## src/rtl/pio_seq_pkg.sv

```systemverilog
package pio_seq_pkg;
  localparam int PHASE_W = 3;
  localparam int DIR_BIT = 0;
  localparam int CAUSE_W = 2;
  localparam int CAUSE_PAR = 0;
  localparam int CAUSE_TMO = 1;

  typedef enum logic [1:0] {
    ST_IDLE   = 2'd0,
    ST_SETUP  = 2'd1,
    ST_ACKHI  = 2'd2,
    ST_ACKLO  = 2'd3
  } seqState_t;

  typedef struct packed {
    logic launch;   // snapshot phase/data, clear start bit
    logic capture;  // latch inbound byte and parity verdict
    logic finish;   // handshake completed normally
    logic abort;    // timeout
  } seqStrobe_t;
endpackage

```

## src/rtl/pio_seq_ctrl.sv

```systemverilog
module pio_seq_ctrl
  import pio_seq_pkg::*;
#(
  parameter int TIMEOUT_CYC = 1000
) (
  input  logic       clk,
  input  logic       rstN,
  input  logic       startBit,
  input  logic       ackSync,
  output seqStrobe_t strobe,
  output logic       active,
  output logic       reqOut
);
  localparam int CNT_W = $clog2(TIMEOUT_CYC + 1);
  localparam logic [CNT_W-1:0] CNT_LAST = CNT_W'(TIMEOUT_CYC - 1);

  seqState_t state, stateNxt;
  logic [CNT_W-1:0] waitCnt, waitCntNxt;

  always_comb begin
    stateNxt   = state;
    waitCntNxt = waitCnt;
    strobe     = '0;
    unique case (state)
      ST_IDLE: begin
        if (startBit) begin
          strobe.launch = 1'b1;
          stateNxt      = ST_SETUP;
        end
      end
      ST_SETUP: begin
        waitCntNxt = '0;
        stateNxt   = ST_ACKHI;
      end
      ST_ACKHI: begin
        if (ackSync) begin
          strobe.capture = 1'b1;
          waitCntNxt     = '0;
          stateNxt       = ST_ACKLO;
        end else if (waitCnt == CNT_LAST) begin
          strobe.abort = 1'b1;
          stateNxt     = ST_IDLE;
        end else begin
          waitCntNxt = waitCnt + 1'b1;
        end
      end
      ST_ACKLO: begin
        if (!ackSync) begin
          strobe.finish = 1'b1;
          stateNxt      = ST_IDLE;
        end else if (waitCnt == CNT_LAST) begin
          strobe.abort = 1'b1;
          stateNxt     = ST_IDLE;
        end else begin
          waitCntNxt = waitCnt + 1'b1;
        end
      end
      default: stateNxt = ST_IDLE;
    endcase
  end

  always_ff @(posedge clk or negedge rstN) begin
    if (!rstN) begin
      state   <= ST_IDLE;
      waitCnt <= '0;
    end else begin
      state   <= stateNxt;
      waitCnt <= waitCntNxt;
    end
  end

  assign active = (state != ST_IDLE);
  assign reqOut = (state == ST_ACKHI);
endmodule

```

## src/rtl/pio_seq_dpath.sv

```systemverilog
module pio_seq_dpath
  import pio_seq_pkg::*;
#(
  parameter int DATA_W = 8
) (
  input  logic               clk,
  input  logic               rstN,
  input  logic               cpuPhaseWe,
  input  logic [PHASE_W-1:0] cpuPhaseVal,
  input  logic               cpuTxWe,
  input  logic [DATA_W-1:0]  cpuTxVal,
  input  logic               cpuStart,
  input  logic               cpuClrWe,
  input  logic [CAUSE_W-1:0] cpuClrMask,
  input  seqStrobe_t         strobe,
  input  logic               active,
  input  logic               busAck,
  input  logic [DATA_W-1:0]  busDataIn,
  input  logic               busParIn,
  output logic               ackSync,
  output logic               startBit,
  output logic               doneFlag,
  output logic               errFlag,
  output logic [CAUSE_W-1:0] errCause,
  output logic [DATA_W-1:0]  rxData,
  output logic [PHASE_W-1:0] busPhase,
  output logic [DATA_W-1:0]  busDataOut,
  output logic               busParOut,
  output logic               busDataOe
);
  logic [PHASE_W-1:0] phaseReg, phaseSnap;
  logic [DATA_W-1:0]  txReg, txSnap;
  logic               ackMeta;
  logic               rxParBad;
  logic               inParOk;

  // odd parity: data plus parity bit must hold an odd count of ones
  assign inParOk = ^{busDataIn, busParIn};

  always_ff @(posedge clk or negedge rstN) begin
    if (!rstN) begin
      ackMeta <= 1'b0;
      ackSync <= 1'b0;
    end else begin
      ackMeta <= busAck;
      ackSync <= ackMeta;
    end
  end

  always_ff @(posedge clk or negedge rstN) begin
    if (!rstN) begin
      phaseReg <= '0;
      txReg    <= '0;
    end else begin
      if (cpuPhaseWe) phaseReg <= cpuPhaseVal;
      if (cpuTxWe)    txReg    <= cpuTxVal;
    end
  end

  always_ff @(posedge clk or negedge rstN) begin
    if (!rstN) begin
      startBit <= 1'b0;
    end else if (strobe.launch) begin
      startBit <= 1'b0;
    end else if (cpuStart && !active) begin
      startBit <= 1'b1;
    end
  end

  always_ff @(posedge clk or negedge rstN) begin
    if (!rstN) begin
      phaseSnap <= '0;
      txSnap    <= '0;
    end else if (strobe.launch) begin
      phaseSnap <= phaseReg;
      txSnap    <= txReg;
    end
  end

  always_ff @(posedge clk or negedge rstN) begin
    if (!rstN) begin
      rxData   <= '0;
      rxParBad <= 1'b0;
    end else if (strobe.capture && !phaseSnap[DIR_BIT]) begin
      rxData   <= busDataIn;
      rxParBad <= !inParOk;
    end else if (strobe.launch) begin
      rxParBad <= 1'b0;
    end
  end

  always_ff @(posedge clk or negedge rstN) begin
    if (!rstN) begin
      doneFlag <= 1'b0;
    end else if (strobe.finish) begin
      doneFlag <= 1'b1;
    end else if (cpuClrWe && cpuClrMask[0]) begin
      doneFlag <= 1'b0;
    end
  end

  always_ff @(posedge clk or negedge rstN) begin
    if (!rstN) begin
      errFlag  <= 1'b0;
      errCause <= '0;
    end else if (strobe.finish && rxParBad && !phaseSnap[DIR_BIT]) begin
      errFlag             <= 1'b1;
      errCause[CAUSE_PAR] <= 1'b1;
    end else if (strobe.abort) begin
      errFlag             <= 1'b1;
      errCause[CAUSE_TMO] <= 1'b1;
    end else if (cpuClrWe && cpuClrMask[1]) begin
      errFlag  <= 1'b0;
      errCause <= '0;
    end
  end

  assign busPhase   = active ? phaseSnap : '0;
  assign busDataOe  = active && phaseSnap[DIR_BIT];
  assign busDataOut = txSnap;
  assign busParOut  = ~(^txSnap);
endmodule

```

## src/rtl/pio_target_seq.sv

```systemverilog
module pio_target_seq
  import pio_seq_pkg::*;
#(
  parameter int DATA_W      = 8,
  parameter int TIMEOUT_CYC = 1000
) (
  input  logic              clk,
  input  logic              rstN,
  input  logic              cpuPhaseWe,
  input  logic [2:0]        cpuPhaseVal,
  input  logic              cpuTxWe,
  input  logic [DATA_W-1:0] cpuTxVal,
  input  logic              cpuStart,
  input  logic              cpuClrWe,
  input  logic [1:0]        cpuClrMask,
  output logic              startBit,
  output logic              doneFlag,
  output logic              errFlag,
  output logic [1:0]        errCause,
  output logic [DATA_W-1:0] rxData,
  output logic              irq,
  output logic              busReq,
  input  logic              busAck,
  output logic [2:0]        busPhase,
  output logic [DATA_W-1:0] busDataOut,
  output logic              busParOut,
  input  logic [DATA_W-1:0] busDataIn,
  input  logic              busParIn,
  output logic              busDataOe
);
  seqStrobe_t strobe;
  logic       active;
  logic       ackSync;

  pio_seq_ctrl #(.TIMEOUT_CYC(TIMEOUT_CYC)) u_ctrl (
    .clk      (clk),
    .rstN     (rstN),
    .startBit (startBit),
    .ackSync  (ackSync),
    .strobe   (strobe),
    .active   (active),
    .reqOut   (busReq)
  );

  pio_seq_dpath #(.DATA_W(DATA_W)) u_dpath (
    .clk         (clk),
    .rstN        (rstN),
    .cpuPhaseWe  (cpuPhaseWe),
    .cpuPhaseVal (cpuPhaseVal),
    .cpuTxWe     (cpuTxWe),
    .cpuTxVal    (cpuTxVal),
    .cpuStart    (cpuStart),
    .cpuClrWe    (cpuClrWe),
    .cpuClrMask  (cpuClrMask),
    .strobe      (strobe),
    .active      (active),
    .busAck      (busAck),
    .busDataIn   (busDataIn),
    .busParIn    (busParIn),
    .ackSync     (ackSync),
    .startBit    (startBit),
    .doneFlag    (doneFlag),
    .errFlag     (errFlag),
    .errCause    (errCause),
    .rxData      (rxData),
    .busPhase    (busPhase),
    .busDataOut  (busDataOut),
    .busParOut   (busParOut),
    .busDataOe   (busDataOe)
  );

  assign irq = doneFlag | errFlag;
endmodule

```

## config.mk

```make
export PLATFORM = sky130hd
export DESIGN_NAME = pio_target_seq
export DESIGN_NICKNAME = d
export VERILOG_FILES = /design/src/rtl/pio_seq_pkg.sv /design/src/rtl/pio_seq_ctrl.sv /design/src/rtl/pio_seq_dpath.sv /design/src/rtl/pio_target_seq.sv
export SDC_FILE = /design/constraint.sdc
export NUM_CORES = 1
export LEC_CHECK = 0
export BUFFER_PORTS_ARGS = -buffer_cell sky130_fd_sc_hd__buf_2
export CELL_PAD_IN_SITES_DETAIL_PLACEMENT = 1
export CELL_PAD_IN_SITES_GLOBAL_PLACEMENT = 1
export CORE_MARGIN = 4
export CORE_UTILIZATION = 45
export DETAILED_ROUTE_END_ITERATION = 6
export GPL_ROUTABILITY_DRIVEN = 0
export PLACE_DENSITY_LB_ADDON = 0.2
export SETUP_SLACK_MARGIN = 0.3
export SYNTH_ARGS = -nofsm -noshare
export SYNTH_HDL_FRONTEND = slang
export SYNTH_SLANG_ARGS = --single-unit
export TNS_END_PERCENT = 50
```

## constraint.sdc

```tcl
create_clock -name clk -period 3.77 [get_ports clk]
set_clock_uncertainty 0.2 [all_clocks]
set_input_delay 0.1885 -clock clk [delete_from_list [all_inputs] [get_ports clk]]
set_output_delay 0.1885 -clock clk [all_outputs]
set_load 0.03 [all_outputs]
```

======== Word level (Yosys, flattened, before mapping) ========
Cells that the tools add are included.
storage, ports and cells
  register bits after elaboration ......... 50
  output and inout bits ................... 28
operators by class
  add/subtract/negate cells ............... 1
  mux-type cells .......................... 33
  reduce and logical (&&, ||, !) cells .... 24
  eq/ne operators ......................... 7
  bitwise operators ....................... 3
operators by type and width
  cell                                                                     count
  10-bit 2-to-1 mux                                                        3
  10-bit case mux with 3 select lines                                      1
  1-bit 2-to-1 mux                                                         21
  2-bit nonzero test                                                       6
  10-bit by 1-bit adder with 10-bit output, second input constant          1
  10-bit == test, second input constant                                    1
  2-bit 2-to-1 mux                                                         5
  9-bit parity                                                             1
  2-bit case mux with 4 select lines                                       1
  8-bit parity                                                             1
  1-bit logical AND                                                        7
  2-bit by 1-bit inequality test with 1-bit output, second input constant  3
  2-bit AND reduction                                                      3
  3-bit nonzero test                                                       2
  2-bit == test, second input constant                                     2
  1-bit logical NOT                                                        3
  3-bit 2-to-1 mux                                                         1
  2-bit by 1-bit == test with 1-bit output, second input constant          1
  2-bit logical NOT                                                        1
  1-bit NOT                                                                2
  1-bit case mux with 2 select lines                                       1
  1-bit OR                                                                 1

======== Longest topological paths before layout ========
Gate-level depths: netlist of run 1.
  depth after elaboration ................. 6
  mapped depth ............................ 6
  gate-level depth less buffers ........... 5

======== Modules after synthesis ========
From an unflattened synthesis of run 1, not the netlist that was laid out.
second synthesis, totals
  cells, all modules ...................... 233
  area, all modules ....................... 2625.0 sq um
by module, submodules not included
  module          instances  cells an instance  area an instance (sq um)
  pio_seq_dpath   1          105                1557.7
  pio_seq_ctrl    1          127                1061.0
  pio_target_seq  1          1                  6.3

======== Worst setup path before layout of run 1 ========
No wires, ideal clock.
  kind .................................... register to register
  from .................................... reg u_ctrl.state[1]
  to ...................................... reg u_dpath.txSnap[0] (netlist: u_dpath.busDataOut[0])
  cell stages (with the launch flop) ...... 6
  clock period less this slack ............ 1797 ps
  setup slack ............................. 1973 ps
  data arrival time ....................... 1472 ps
  buffers on the path ..................... 2
  library setup time ...................... 125 ps
  cells stage by stage .................... dfrtp_1 -> buf_4 -> nor2_2 -> and2_1 -> buf_4 -> mux2_2
between the ends
  cells in the longest elaborated chain, start to end .. 2
ends and longest elaborated chain
  item                    line                 source
  from (decl)             pio_seq_ctrl.sv:17   seqState_t state, stateNxt;
  from (signal assigned)  pio_seq_ctrl.sv:67   state <= stateNxt;
  2-bit logical NOT       pio_seq_ctrl.sv:24   unique case (state)
  1-bit 2-to-1 mux        pio_seq_ctrl.sv:24
  to (signal assigned)    pio_seq_dpath.sv:76  txSnap <= txReg;
  to (decl)               pio_seq_dpath.sv:32  logic [DATA_W-1:0] txReg, txSnap;
Every way passes these cells.
A chain may end at the register's enable or synchronous reset.

======== Final worst setup path of run 1 ========
  from .................................... reg u_ctrl.state[1]
  to ...................................... reg u_dpath.phaseSnap[2]
between the ends
  cells in the longest elaborated chain, start to end .. 2
ends and longest elaborated chain
  item                  line                 source
  2-bit logical NOT     pio_seq_ctrl.sv:24
  1-bit 2-to-1 mux      pio_seq_ctrl.sv:24
  to (signal assigned)  pio_seq_dpath.sv:75  phaseSnap <= phaseReg;
  to (decl)             pio_seq_dpath.sv:31  logic [PHASE_W-1:0] phaseReg, phaseSnap;
Every way passes these cells.

==> results of run 1 <==
cell usage in the layout (no fill, tap or decap), types with 2 or more instances in the layout:
master and instances:
nand4_1 4, or3_1 3, xor2_1 2, dfrtp_1 50, mux2_2 30, clkbuf_8 5
a31o_2 2, a32oi_1 2, nor2b_1 3, o2111ai_1 2, maj3_1 2, nand3b_1 2
buf_2 56, a21oi_1 8, nand2b_1 3, clkbuf_1 2, nand3_1 5, nor2_1 6
xnor2_1 11, nand2_1 15, o21ai_0 6, inv_1 4, o31ai_1 4, dlygate4sd3_1 27
or4_1 4, a21o_1 2
worst min-delay path, delay by kind of cell:
family	cells	cell delay [ns]
buffers and inverters	1	0.10
AOI/OAI and AO/OA	1	0.12
and+or+nand+nor	1	0.09
sequential cells by signal, indices dropped and copies added (netlist names), 2 cells and up:
name,cells
u_dpath.phaseSnap,3
u_dpath.phaseReg,3
u_dpath.txReg,8
u_dpath.errCause,2
u_dpath.busDataOut,8
u_dpath.rxData,8
u_ctrl.waitCnt,10
u_ctrl.state,2
per-layer routing:
metal  GRT usage [%]  wire length (µm)  vias to the layer above
met5               0                 0                        -
met4           6.419                98                        0
met3           5.100               315                       10
met2           38.18              3397                       45
met1           28.55              2716                      929
li1                -                 -                      881
final timing paths:
kind	from	to	slack, ns	cells past startpoint
max in group asynchronous	rstN	u_ctrl.waitCnt[1]	2.62	3
max	u_ctrl.state[1]	u_dpath.phaseSnap[2]	1.30	3
min reg2reg	u_dpath.ackMeta	u_dpath.ackSync	0.18	0
min	cpuClrMask[1]	u_dpath.errFlag	0.03	3
max reg2reg	u_ctrl.state[1]	u_dpath.phaseSnap[2]	1.30	3
min in group asynchronous	rstN	u_ctrl.waitCnt[2]	0.33	3
cells by family after synthesis:
logic type | count (synthesis) | synth area share, %
simple gates | 59 | 14.63
xor+xnor | 14 | 5.695
flops | 50 | 52.25
mux | 31 | 14.52
compound gates | 31 | 8.778
buf+inv | 12 | 2.769
fa+ha+maj | 3 | 1.358
layout make-up:
cell class	count	area [µm²]	area share [%]
sequential	50	1251	40.73
tap	70	87.58	2.851
multi-input combinational	138	1077	35.07
timing repair buffer	84	558.0	18.17
inverter	5	21.27	0.6925
clock buffer	7	76.32	2.485
power breakdown:
group / internal [µW] / switching (µW) / total [µW]
sequential: 698 / 183 / 881
combinational: 428 / 711 / 1140
clock: 128 / 174 / 302
total: 1250 / 1070 / 2320
stage by stage:
| stage | hold slack (ns) | power [µW] | setup WS (ns) | area, µm² | utilization (%) |
|---|---|---|---|---|---|
| floorplan | -0.3071 | 1652 | 1.973 | 2395 | - |
| global placement | 0.1045 | 1927 | 1.403 | 2725 | 53.02 |
| detailed placement | 0.09940 | 1970 | 1.359 | 2725 | 53.02 |
| CTS | 0.02635 | 2292 | 1.347 | 3072 | 59.76 |
| global route | 0.05865 | 2464 | 1.169 | 3072 | 59.76 |
| finish | 0.03211 | 2322 | 1.300 | 3072 | 59.76 |
==> impl_metrics.json, run 1 <==
{
  "cap_violations": 0,
  "dieWidth_um": 80.95,
  "grt_pass1_vias": 2067,
  "async_flop_share_pct": 100.0,
  "tns_ns": 0,
  "die-area_um2": 6553,
  "worstSetupStartpointType": "flop",
  "post-route-period-util_pct": 65.52,
  "hp-class": "primary input to flop",
  "core_um2": 5140,
  "critPathArrivalTime_ns": 2.46,
  "drt.antenna.violating_nets": 0,
  "vias": 1865,
  "via_per_inst": 5.268,
  "worst-path-max-fanout": 17,
  "yosys_warnings": 0,
  "synth-edff-count": 0,
  "hold_buffers": 27,
  "rsz0062_at_grt": "no",
  "final_cells": 354,
  "antenna_found_initial": 0,
  "numCtsBuffers": 5,
  "drive_gt1_share_pct": 35.56,
  "wl_um": 6528,
  "crit_chain": "nor2_2, and2_1, mux2_2",
  "synth_area_leaders": "dfrtp_1, mux2_2, xnor2_1",
  "power_density_nw_per_um2": 756.0,
  "synth_top_flop_cell": "dfrtp_1",
  "route.detailed.drc": 0,
  "synth-seq-area-share_pct": 52.25,
  "netlist.area_leader.share_pct": 52.25,
  "fp-row-count": 26,
  "critPathSlowestCell": "dfrtp_1",
  "fillers": 577,
  "start_util_pct": 46.59,
  "period_needed_ns": 2.470,
  "synth_commonest_cells": "dfrtp_1, mux2_2, nand2_1",
  "clockBufferDepth": 2,
  "slew_violations": 0,
  "wl_per_cell_um": 18.44,
  "netlist_area_um2": 2395,
  "crit_family": "simple AND/OR/NAND/NOR gates",
  "insertion_delay_ns": 0.30,
  "dr.pass1.iters": 4,
  "track_usage_pct": 22.42,
  "portBuffers": 56,
  "cts_tree": "built",
  "overflow": 0,
  "post_cts_buffers": 0,
  "htree_levels": 2,
  "io_pins": 57,
  "cp_num_buf_inv": 0,
  "synth_cell_types": 47,
  "tightest_slew_ns": 0.9207,
  "yosysMostFrequentCell": "dfrtp_1",
  "setup_violations": 0,
  "crit_type": "flop to flop",
  "syn_area_per_cell_um2": 11.97,
  "dp_hpwl_um": 3933,
  "drt_iter0_drc": 140,
  "root_buffer": "clkbuf_8",
  "netlist.top_cell.by_area": "dfrtp_1",
  "max_slew_margin_pct": 38.11,
  "max_stage_delay_ns": 0.62,
  "max_clock_freq_mhz": 404.9,
  "finalHoldViolCount": 0,
  "fin_nets": 314,
  "status": "complete, no violations",
  "cts_resized": 0,
  "die_h_um": 80.95,
  "peakVddDrop_uv": 403.7,
  "dp_cells": 320,
  "synth-seq-cells": 50,
  "cts_sinks": 50,
  "cp-end-kind": "flop",
  "syn2layout_area_growth_pct": 28.27,
  "postSynthCellCount": 200,
  "diodes": 0,
  "cts.clk_slew.worst_paths_ns": 0.09,
  "required_ns": 3.76,
  "grt_max_degree": 51,
  "synthesis.nets": 230,
  "grt_first_pass_wirelength_um": 11050,
  "cellLeakagePower_uw": 0.001381
}
(Power assumes the default switching activity.)
==> inputs of run 2 (changes only) <==
Settings changed: CORE_UTILIZATION 45 to 42.
Clock period 3.77 ns to 2.4 ns, I/O delays scaled along.
==> impl_metrics.json, run 2 (synthesis results as in run 1) <==
{
  "status": "complete, no violations",
  "route.detailed.drc": 0,
  "core_um2": 5507,
  "reg2reg_to": "u_ctrl.waitCnt[6]",
  "wl_per_cell_um": 16.33,
  "start_util_pct": 43.49,
  "rsz0062_at_grt": "no",
  "grt_max_degree": 51,
  "crit_type": "flop to flop",
  "combPwrFrac_pct": 47.1,
  "final_cell_mix": "buf_2, dfrtp_1, mux2_2, dlygate4sd3_1, nand2_1",
  "tightest_slew_ns": 0.6371,
  "cap_violations": 0,
  "via_per_inst": 5.180,
  "reg2reg_depth": 6,
  "cellLeakagePower_uw": 0.001422,
  "period_needed_ns": 1.961,
  "antenna_found_initial": 0,
  "slew_violations": 0,
  "dieWidth_um": 83.51,
  "vias": 1875,
  "htree_levels": 2,
  "wl_um": 5911,
  "power.clock.fraction_pct": 16.0,
  "power_density_nw_per_um2": 1169,
  "peakVddDrop_uv": 612.6,
  "die-area_um2": 6974,
  "largest_register": "u_ctrl.waitCnt",
  "hold_path_end": "u_dpath.errCause[1]",
  "power_switching_share_pct": 43.32,
  "root_buffer": "clkbuf_8",
  "worst-path-max-fanout": 12,
  "min-delay-start": "cpuClrWe",
  "largest_register_ffs": 10,
  "tns_ns": 0,
  "numCtsBuffers": 5,
  "pwr-share-seq_pct": 36.9,
  "grt_first_pass_wirelength_um": 10290,
  "track_usage_pct": 18.22,
  "max_slew_margin_pct": 57.52,
  "post_cts_buffers": 0,
  "rr_startpoint": "u_ctrl.waitCnt[0]",
  "setup_violations": 0,
  "hp-class": "primary input to flop",
  "worstSetupStartpointType": "flop",
  "insertion_delay_ns": 0.30,
  "fin_nets": 320,
  "syn2layout_area_growth_pct": 31.92,
  "overflow": 0,
  "drt_iter0_drc": 103,
  "cts_tree": "built",
  "critPathArrivalTime_ns": 1.99,
  "portBuffers": 56,
  "p_int_uw": 2094,
  "layout_commonest_cell": "buf_2",
  "reg2reg_slack_ns": 0.44,
  "cts.clk_slew.worst_paths_ns": 0.09,
  "diodes": 0,
  "required_ns": 2.42,
  "die_h_um": 83.51,
  "cts_sinks": 50,
  "fp-row-count": 27,
  "io_pins": 57,
  "power_uw": 3694,
  "finalHoldViolCount": 0,
  "dr.pass1.iters": 4,
  "drt.antenna.violating_nets": 0,
  "hold_depth": 4,
  "post-route-period-util_pct": 81.72,
  "clockBufferDepth": 2,
  "cp-end-kind": "flop",
  "p_sw_uw": 1600,
  "dp_hpwl_um": 4019,
  "grt_pass1_vias": 2080,
  "drive_gt1_share_pct": 37.59,
  "max_clock_freq_mhz": 509.9
}
[run 2: changes by cell type in the layout (fill, tap and decap cells not counted)]
cell,before,now
buf_4,1,5
clkbuf_1,2,0
bufinv_16,0,1
dlygate4sd3_1,27,29
ha_1,1,0
ha_2,0,1
dfrtp_2,0,1
dfrtp_1,50,49
clkinv_4,0,1
[run 2: worst max-delay path, stage by stage, from the launching register on]
cell	delay, ns
dfrtp_1	0.43
ha_2	0.24
nand2_1	0.10
nor4_2	0.05
buf_4	0.18
or4_1	0.51
a21oi_1	0.17
[run 2: how the worst max path moves through the flow]
stage	start	to	slack, ns	cells past startpoint
2_1_floorplan	u_ctrl.state[1]	u_dpath.busDataOut[0]	0.60	5
3_3_place_gp	u_ctrl.state[1]	u_dpath.rxData[3]	0.43	4
3_5_place_dp	u_ctrl.state[1]	u_dpath.rxData[6]	0.39	4
4_1_cts	u_ctrl.state[1]	busPhase[0]	0.35	4
5_1_grt	u_ctrl.waitCnt[0]	u_ctrl.waitCnt[6]	0.31	6
6_report	u_ctrl.waitCnt[0]	u_ctrl.waitCnt[6]	0.44	6
[run 2: stage by stage]
step                std cells  worst slack [ns]  cell area, µm²  utilization [%]  hold WS [ns]
floorplan                 200            0.6029            2395                -       -0.3756
global placement          326            0.4251            2758            50.08       0.03971
detailed placement        326            0.3936            2758            50.08       0.04638
CTS                       362            0.3538            3156            57.31      0.001015
global route              362            0.3089            3159            57.37       0.01813
finish                    362            0.4388            3159            57.37       0.01307
[run 2: timing repair]
action,4_1_cts,5_1_grt
hold buffers,29,0
endpoints found under the setup margin,0,14
endpoints found under the hold margin,73,0
gates resized for setup,0,2
[run 2: layout make-up]
type	count	area, µm²
Fill cell	598	2347
Sequential cell	50	1252
Multi-Input combinational cell	138	1080
Timing Repair Buffer	90	608.1
Tap cell	72	90.09
Clock buffer	5	68.82
Clock inverter	2	38.79
Inverter	5	21.27
[run 2: metal layers]
| layer | up-vias | routed length [µm] | global-route usage, % |
|---|---|---|---|
| li1 | 900 | - | - |
| met1 | 931 | 2494 | 22.33 |
| met2 | 34 | 3095 | 32.22 |
| met3 | 10 | 220 | 4.245 |
| met4 | 0 | 100 | 4.825 |
| met5 | - | 0 | 0 |
[run 2: power groups by stage]
stage	logic (µW)	clock network [µW]	registers (µW)
after detailed placement	1710	0	1380
after floorplan	990	0	1610
after global routing	1880	649	1410
final	1740	590	1360
after global placement	1680	0	1370
after CTS	1760	610	1360
